===== src/rtl/bus_route_pkg.sv =====
// Shared widths, target encoding and the captured-access record for the
// bus router. Assumes a 16-bit data path split into two byte lanes.
package bus_route_pkg;

    localparam int ADDR_W   = 24;
    localparam int DATA_W   = 16;
    localparam int LANES    = DATA_W / 8;
    localparam int LANE_SEL = (LANES > 1) ? $clog2(LANES) : 1;

    // Destination of an access; the numeric value indexes the select vector.
    typedef enum logic [1:0] {
        TGT_EXT  = 2'd0,
        TGT_XRAM = 2'd1,
        TGT_PERI = 2'd2
    } tgt_e;

    localparam int NUM_TGT = 3;

    // Everything about an access that is fixed at acceptance.
    typedef struct packed {
        tgt_e              tgt;
        logic [ADDR_W-1:0] addr;
        logic [LANES-1:0]  be;
        logic              write;
        logic [DATA_W-1:0] wdata;
    } acc_t;

endpackage


===== src/rtl/route_window_decode.sv =====
// Maps a byte address onto one of the three targets.
// Assumes the two on-chip windows are disjoint, so no priority is needed;
// when the window enable is low both windows fall through to external.
module route_window_decode
    import bus_route_pkg::*;
#(
    parameter logic [ADDR_W-1:0] XRAM_LO = 24'h00D000,
    parameter logic [ADDR_W-1:0] XRAM_HI = 24'h00E7FF,
    parameter logic [ADDR_W-1:0] PERI_LO = 24'h00EF00,
    parameter logic [ADDR_W-1:0] PERI_HI = 24'h00EFFF
) (
    input  logic [ADDR_W-1:0] addr,
    input  logic              win_en,
    output tgt_e              tgt
);

    logic in_xram;
    logic in_peri;

    // Range compare for each enabled on-chip window.
    always_comb begin
        in_xram = win_en && (addr >= XRAM_LO) && (addr <= XRAM_HI);
        in_peri = win_en && (addr >= PERI_LO) && (addr <= PERI_HI);
    end

    // Pick the target; anything not claimed on chip goes outside.
    always_comb begin
        if (in_xram)      tgt = TGT_XRAM;
        else if (in_peri) tgt = TGT_PERI;
        else              tgt = TGT_EXT;
    end

    // the two window compares must never both claim an address.
    always_comb begin
        a_r2_windows_disjoint: assert (!(in_xram && in_peri));
    end

endmodule


===== src/rtl/route_lane_gen.sv =====
// Builds byte-lane enables and the lane-aligned address.
// Assumes word accesses cover every lane and byte accesses pick one lane
// from the low address bits.
module route_lane_gen
    import bus_route_pkg::*;
(
    input  logic [ADDR_W-1:0] addr,
    input  logic              word,
    output logic [ADDR_W-1:0] aligned,
    output logic [LANES-1:0]  be
);

    // One enable per lane: all lanes for a word, the addressed lane for a byte.
    for (genvar l = 0; l < LANES; l++) begin : g_lane
        assign be[l] = word || (addr[LANE_SEL-1:0] == LANE_SEL'(l));
    end

    // Word accesses drop the lane-select bits from the address.
    always_comb begin
        aligned = addr;
        if (word) aligned[LANE_SEL-1:0] = '0;
    end

endmodule


===== src/rtl/route_access_seq.sv =====
// Accepts one access at a time, holds its attributes, and counts the
// target's wait states before raising ready. Assumes the external target
// signals its own completion; on-chip targets use fixed wait counts.
module route_access_seq
    import bus_route_pkg::*;
#(
    parameter int XRAM_WAITS = 0,
    parameter int PERI_WAITS = 2
) (
    input  logic clk,
    input  logic rst_n,
    input  logic req_valid,
    input  acc_t req_acc,
    input  logic ext_ready,
    output logic busy,
    output acc_t cur,
    output logic ready
);

    localparam int MAX_W = (XRAM_WAITS > PERI_WAITS) ? XRAM_WAITS : PERI_WAITS;
    localparam int CNT_W = (MAX_W > 0) ? $clog2(MAX_W + 1) : 1;

    logic [CNT_W-1:0] cnt;
    logic             accept;

    // Wait count to load for a given target.
    function automatic logic [CNT_W-1:0] waits_for(input tgt_e t);
        case (t)
            TGT_XRAM: waits_for = CNT_W'(XRAM_WAITS);
            TGT_PERI: waits_for = CNT_W'(PERI_WAITS);
            default:  waits_for = '0;
        endcase
    endfunction

    // A request is taken only while nothing is outstanding.
    assign accept = req_valid && !busy;

    // Completion: external follows its own strobe, on-chip waits for zero.
    always_comb begin
        if (!busy)                 ready = 1'b0;
        else if (cur.tgt == TGT_EXT) ready = ext_ready;
        else                       ready = (cnt == '0);
    end

    // Capture the access, count down waits, release after ready.
    always_ff @(posedge clk) begin
        if (!rst_n) begin
            busy <= 1'b0;
            cnt  <= '0;
            cur  <= '0;
        end else if (accept) begin
            busy <= 1'b1;
            cnt  <= waits_for(req_acc.tgt);
            cur  <= req_acc;
        end else if (busy) begin
            if (ready)            busy <= 1'b0;
            else if (cnt != '0)   cnt  <= cnt - 1'b1;
        end
    end

    // nothing about the access changes until it completes.
    a_r9_hold_while_busy: assert property (@(posedge clk) disable iff (!rst_n)
        (busy && !ready) |=> (busy && $stable(cur)));

    // the cycle after ready is idle.
    a_r11_release_after_ready: assert property (@(posedge clk) disable iff (!rst_n)
        ready |=> !busy);

    if (XRAM_WAITS == 0) begin : g_xram_zero
        // a zero-wait target completes in its first access cycle.
        a_r5_xram_first_cycle: assert property (@(posedge clk) disable iff (!rst_n)
            (accept && req_acc.tgt == TGT_XRAM) |=> ready);
    end

    if (PERI_WAITS > 0) begin : g_peri_wait
        // a waited target is never ready in its first access cycle.
        a_r6_peri_not_first: assert property (@(posedge clk) disable iff (!rst_n)
            (accept && req_acc.tgt == TGT_PERI) |=> !ready);
    end

endmodule


===== src/rtl/bus_route_decoder.sv =====
// Top of the bus router: decodes the request, builds lane enables,
// sequences the access and returns ready and read data to the CPU.
// Assumes one outstanding access and a CPU that waits for ready.
module bus_route_decoder
    import bus_route_pkg::*;
#(
    parameter logic [ADDR_W-1:0] XRAM_LO    = 24'h00D000,
    parameter logic [ADDR_W-1:0] XRAM_HI    = 24'h00E7FF,
    parameter logic [ADDR_W-1:0] PERI_LO    = 24'h00EF00,
    parameter logic [ADDR_W-1:0] PERI_HI    = 24'h00EFFF,
    parameter int                XRAM_WAITS = 0,
    parameter int                PERI_WAITS = 2
) (
    input  logic              clk,
    input  logic              rst_n,
    input  logic              onchip_win_en,
    input  logic              req_valid,
    input  logic [ADDR_W-1:0] req_addr,
    input  logic              req_word,
    input  logic              req_write,
    input  logic [DATA_W-1:0] req_wdata,
    output logic              cpu_ready,
    output logic [DATA_W-1:0] cpu_rdata,
    output logic              xram_sel,
    output logic              peri_sel,
    output logic              ext_sel,
    output logic [ADDR_W-1:0] tgt_addr,
    output logic [LANES-1:0]  tgt_be,
    output logic              tgt_write,
    output logic [DATA_W-1:0] tgt_wdata,
    input  logic [DATA_W-1:0] xram_rdata,
    input  logic [DATA_W-1:0] peri_rdata,
    input  logic [DATA_W-1:0] ext_rdata,
    input  logic              ext_ready
);

    tgt_e              dec_tgt;
    logic [ADDR_W-1:0] dec_addr;
    logic [LANES-1:0]  dec_be;
    acc_t              req_acc;
    acc_t              cur;
    logic              busy;
    logic [NUM_TGT-1:0] sel_vec;

    route_window_decode #(
        .XRAM_LO (XRAM_LO),
        .XRAM_HI (XRAM_HI),
        .PERI_LO (PERI_LO),
        .PERI_HI (PERI_HI)
    ) u_decode (
        .addr   (req_addr),
        .win_en (onchip_win_en),
        .tgt    (dec_tgt)
    );

    route_lane_gen u_lanes (
        .addr    (req_addr),
        .word    (req_word),
        .aligned (dec_addr),
        .be      (dec_be)
    );

    // Bundle the decoded request for capture.
    always_comb begin
        req_acc.tgt   = dec_tgt;
        req_acc.addr  = dec_addr;
        req_acc.be    = dec_be;
        req_acc.write = req_write;
        req_acc.wdata = req_wdata;
    end

    route_access_seq #(
        .XRAM_WAITS (XRAM_WAITS),
        .PERI_WAITS (PERI_WAITS)
    ) u_seq (
        .clk       (clk),
        .rst_n     (rst_n),
        .req_valid (req_valid),
        .req_acc   (req_acc),
        .ext_ready (ext_ready),
        .busy      (busy),
        .cur       (cur),
        .ready     (cpu_ready)
    );

    // One select per target, high only while that target's access runs.
    for (genvar t = 0; t < NUM_TGT; t++) begin : g_sel
        assign sel_vec[t] = busy && (cur.tgt == tgt_e'(t));
    end

    assign ext_sel   = sel_vec[TGT_EXT];
    assign xram_sel  = sel_vec[TGT_XRAM];
    assign peri_sel  = sel_vec[TGT_PERI];
    assign tgt_addr  = cur.addr;
    assign tgt_be    = cur.be;
    assign tgt_write = cur.write;
    assign tgt_wdata = cur.wdata;

    // Return the read data of the target being accessed.
    always_comb begin
        case (cur.tgt)
            TGT_XRAM: cpu_rdata = xram_rdata;
            TGT_PERI: cpu_rdata = peri_rdata;
            default:  cpu_rdata = ext_rdata;
        endcase
    end

    // never more than one target selected.
    a_r8_single_select: assert property (@(posedge clk) disable iff (!rst_n)
        $onehot0({xram_sel, peri_sel, ext_sel}));

    // an external access cannot complete without the external strobe.
    a_r7_ext_needs_strobe: assert property (@(posedge clk) disable iff (!rst_n)
        (ext_sel && cpu_ready) |-> ext_ready);

endmodule


===== config.mk =====
export PLATFORM = sky130hd
export DESIGN_NAME = bus_route_decoder
export DESIGN_NICKNAME = d
export VERILOG_FILES = /design/src/rtl/bus_route_pkg.sv /design/src/rtl/route_window_decode.sv /design/src/rtl/route_lane_gen.sv /design/src/rtl/route_access_seq.sv /design/src/rtl/bus_route_decoder.sv
export SDC_FILE = /design/constraint.sdc
export NUM_CORES = 1
export LEC_CHECK = 0
export ABC_AREA = 1
export BUFFER_PORTS_ARGS = -buffer_cell sky130_fd_sc_hd__buf_2
export CAP_MARGIN = 20
export CELL_PAD_IN_SITES_DETAIL_PLACEMENT = 1
export CELL_PAD_IN_SITES_GLOBAL_PLACEMENT = 2
export CORE_MARGIN = 2
export CORE_UTILIZATION = 19
export DETAILED_ROUTE_END_ITERATION = 8
export PLACE_DENSITY_LB_ADDON = 0.1
export SYNTH_ARGS = -nofsm -noshare
export SYNTH_HDL_FRONTEND = slang
export SYNTH_SLANG_ARGS = --single-unit

===== constraint.sdc =====
create_clock -name clk -period 1.15 [get_ports clk]
set_input_delay 0.0575 -clock clk [delete_from_list [all_inputs] [get_ports clk]]
set_output_delay 0.0575 -clock clk [all_outputs]
set_load 0.05 [all_outputs]

### After elaboration in Yosys (flattened, before gate mapping)

Cells that the tools add are included.

* bits in registers: 48

* eq/ne operators: 4
* magnitude comparators: 4
* mux-type cells: 14
* add/sub/neg operators: 1
* bitwise gates (word level): 1
* reductions and logical operators: 17

Operators by type and width (count)
* $ge A24 B16 Y1 const B: 2
* $le A24 B16 Y1 const B: 2
* $pmux W16 S2: 1
* $mux W2: 7
* $logic_and A1 B1 Y1: 8
* $mux W1: 6
* $reduce_bool A2 Y1: 3
* $eq A2 B2 Y1 const B: 2
* $logic_not A2 Y1: 2
* $reduce_and A3 Y1: 1
* $eq A2 B1 Y1 const B: 1
* $logic_or A1 B1 Y1: 2
* $ne A2 B1 Y1 const B: 1
* $sub A2 B1 Y2 const B: 1
* $logic_not A1 Y1: 1
* $not A1 Y1: 1

### Longest topological paths before layout

* depth after elaboration: 8
* gate-level depth with buffers: 9
* depth with buffers taken out: 9

### Modules after synthesis

Synthesis repeated with hierarchy kept, for this count alone.

* cell total of the unflattened synthesis: 394
* area, all modules: 2662.6 um^2

By module, submodules not included
* route_access_seq: instances 1, cells each 227, area each 1823.0 um^2
* bus_route_decoder: instances 1, cells each 115, area each 536.8 um^2
* route_lane_gen: instances 1, cells each 28, area each 193.9 um^2
* route_window_decode: instances 1, cells each 24, area each 108.9 um^2

### Worst setup path after synthesis

No wires, ideal clock.

* kind: register to output
* start point: register u_seq.cur[43] (netlist name)
* end point: output port cpu_rdata[11]
* stages on the path, launching flop included: 6
* required time: 1.092 ns
* setup slack: -0.779 ns
* buffers on the path: 1
* arrival time: 1.872 ns
* path through: dfxtp_1 -> inv_1 -> ha_1 -> clkbuf_1 -> nor2_1 -> a31oi_1

* cells in the longest elaborated chain, start to end: 2
* elaborated cells between the ends (all ways): 3
* those cells by class: 2 x eq/ne; 1 x mux

RTL lines
* $eq A2 B2 Y1 / $eq A2 B1 Y1 (equally long branches): RTL line bus_route_decoder.sv:101 `case (cur.tgt)`
* $pmux W16 S2 *: RTL line bus_route_decoder.sv:101
* end: declaration: RTL line bus_route_decoder.sv:23 `output logic [DATA_W-1:0] cpu_rdata,`

Mark *: on every way between the ends. The rest lies on a longest branch, timed or not.

### Worst setup path in the final report

* start point: register u_seq.cur[43] (netlist name)
* end point: output port cpu_rdata[0]

* cells in the longest elaborated chain, start to end: 2
* elaborated cells between the ends (all ways): 3
* those cells by class: 2 x eq/ne; 1 x mux

RTL lines (RTL line)
* $eq A2 B2 Y1 / $eq A2 B1 Y1 (equally long branches): bus_route_decoder.sv:101
* $pmux W16 S2 *: bus_route_decoder.sv:101

Marked as above.

==> impl_metrics.ini <==
[min_path]
hp-class = primary input to flop
min_from = req_wdata[2]

[grt]
grt_util_all_layers_pct = 12.8
grt_overflow = 0
grt_pass1_vias = 2963
grt_max_degree = 46
antenna_found_initial = 2
grt_first_pass_wirelength_um = 14800

[synthesis]
synth_top_family_by_area = simple AND/OR/NAND/NOR gates
synth_area_leaders = dfxtp_1, nor2_1, buf_4
yosysWarnings = 0
ys_ff_latch = 48
syn_nets = 475
syn_inst = 376
synth_top_area_cell = dfxtp_1
syn_avg_cell_area_um2 = 6.84
synthSimpleGateAreaFrac_pct = 26.3
synthDistinctLibCells = 23
synth_mux_area_share_pct = 0
yosysTopAreaCellShare_pct = 37.4
synthXorXnorAreaFrac_pct = 0
syn_area_um2 = 2570
synth_compound_area_share_pct = 13.7
synth_adder_area_share_pct = 1.95
ys_seq_area_share_pct = 37.4

[finish]
area_delta_synth_final_pct = 65.7
nets = 611
final_cell_mix = buf_2, nor2_1, nand2_1
fillerInstances = 1638
final_util_pct = 32.2
fin_area_um2 = 4260
drive_above_1_share_pct = 50.2
layout_commonest_cell = buf_2

[routing]
drc = 0
ant_nets = 0
num_vias = 2803
wl_per_cell_um = 13.9
drt_iter0_drc = 44
wirelength_um = 9580
firstDrtPassIters = 3
viasPerCell = 4.07

[sta]
setup_viol = 23
fmax_mhz = 607
fin_ws_ps = -497
rsz0062_at_grt = yes
post-route-min-period_ps = 1650
tightest_slew_ps = 261
fin_hold_ws_ps = 16.4
fin_tns_setup_ps = -8390
finalHoldViolations = 0
period_share_pct = 143
slew_violations = 0
clock_skew_ps = 7.59
relSlewSlack_pct = 82.5

[pwr]
ir_drop_mv = 0.470
leakage_nw = 1.97
power_density_nw_per_um2 = 1300

[critical_path]
reg2regPathDepth = 9
crit_path_start_kind = flop
slowest_delay_ps = 350
cp.arrival_ps = 1590
worstReg2RegEnd = u_seq.cnt[1]
cp-end-kind = primary output
cp_cell_sequence = inv_2 -> ha_4 -> buf_4 -> nor2_1 -> a31oi_4 -> buf_12
crit_cells = 6
critPathKind = flop to primary output
r2r-start = u_seq.cur[43]
cpMaxStageDelayCell = dfxtp_2
worst-path-max-fanout = 5
path_delay_family = buffers and inverters
crit_path_start = u_seq.cur[43]
cp.buffers_inverters = 3
crit_required_ps = 1090
rrSetupSlack_ps = -40
endpoint = cpu_rdata[0]

[status]
status = finished, violations left
failed_checks = setup timing

[clock_network]
cts-root-buf = clkbuf_16
htreeDepth = 2
numCtsBuffers = 5
worstSkewPairLatency_ps = 290
cts_tree = done
clkTransAtPathRegs_ps = 70
ctsHoldBuffers = 0
cts.sinks = 48
clockBufferDepth = 2

[die]
start_util_pct = 19.4
die_height_um = 120
die_area_um2 = 14500
rows = 42
io-pin-count = 158
coreArea_um2 = 13200
die_x_um = 120

[place]
dp_hpwl_um = 6980
dpl_cell_area_um2 = 3670
gp_congestion = 0.692
place_ws_ps = -308
io_buffers = 157

[flow_run]
maxCapViolations = 0
==> how the worst min path moves through the flow <==
stage / end / slack (ps) / depth (start not counted)
2_1_floorplan: u_seq.cur[18] / 200 / 2
3_3_place_gp: u_seq.cur[21] / 300 / 3
3_5_place_dp: u_seq.cur[21] / 320 / 3
4_1_cts: u_seq.cur[21] / 20 / 3
5_1_grt: u_seq.cur[0] / 30 / 3
6_report: u_seq.cur[2] / 20 / 3
==> what timing repair did <==
action	in CTS	in global routing
gates cloned	0	3
pin swaps	7	6
setup endpoints to repair	34	34
gates resized for setup	58	28
endpoints found under the hold margin	0	0
buffers inserted	10	2
==> synth_stat cells, drive strengths merged <==
library cell and count:
or2 1, nand2 55, nand4 3, a21oi 7, dfxtp 48, buf 52
inv 23, a31oi 16, nor3 2, nand3 6, o21ai 42, clkbuf 10
nor2 106, o211ai 1, ha 4
==> tightest hold or removal path: stages <==
cell and delay (ps):
buf_2 70, o21ai_0 70, nor2_1 70
==> metal layers <==
metal | global-route usage, % | up-vias | share of wire, % | wire [um]
met1 | 14.9 | 1286 | 43 | 4110
met3 | 4.06 | 8 | 6.8 | 652
met5 | 0 | - | 0.14 | 13
li1 | - | 1419 | - | -
met4 | 3.49 | 2 | 1.2 | 111
met2 | 22.6 | 88 | 49 | 4690
==> sequential cells by signal (all words and copies together) (netlist names) <==
register and cells:
u_seq.busy 1, u_seq.cnt 2, u_seq.cur 45
==> through the flow <==
| step | instances | total power [mW] |
|---|---|---|
| 3_5_place_dp | 666 | 3.76 |
| 5_1_grt | 688 | 5.83 |
| 4_1_cts | 683 | 5.51 |
| 2_1_floorplan | 376 | 3.37 |
| 6_report | 689 | 5.52 |
| 3_3_place_gp | 666 | 3.73 |
==> area by class of cell <==
class | count | area (um^2) | share of cell area, %
tap | 176 | 220 | 5.17
antenna | 1 | 2.50 | 0.0587
clock buffer | 7 | 153 | 3.58
timing repair buffer | 191 | 1370 | 32.2
sequential | 48 | 968 | 22.7
multi-input combinational | 243 | 1450 | 34.0
inverter | 23 | 97.6 | 2.29
==> kinds of logic after synthesis <==
| kind of cell | count (synthesis) |
|---|---|
| simple gates | 173 |
| buf+inv | 85 |
| flops | 48 |
| fa+ha+maj | 4 |
| compound gates | 66 |
==> report_power, final <==
group          internal (mW)  leakage, nW  switching [mW]  total, mW
sequential              1.81        0.400          0.0716       1.88
combinational          0.782         1.50            1.32       2.10
clock                  0.914       0.0760           0.621       1.54
Note: power is estimated with default switching activity, not from simulation.
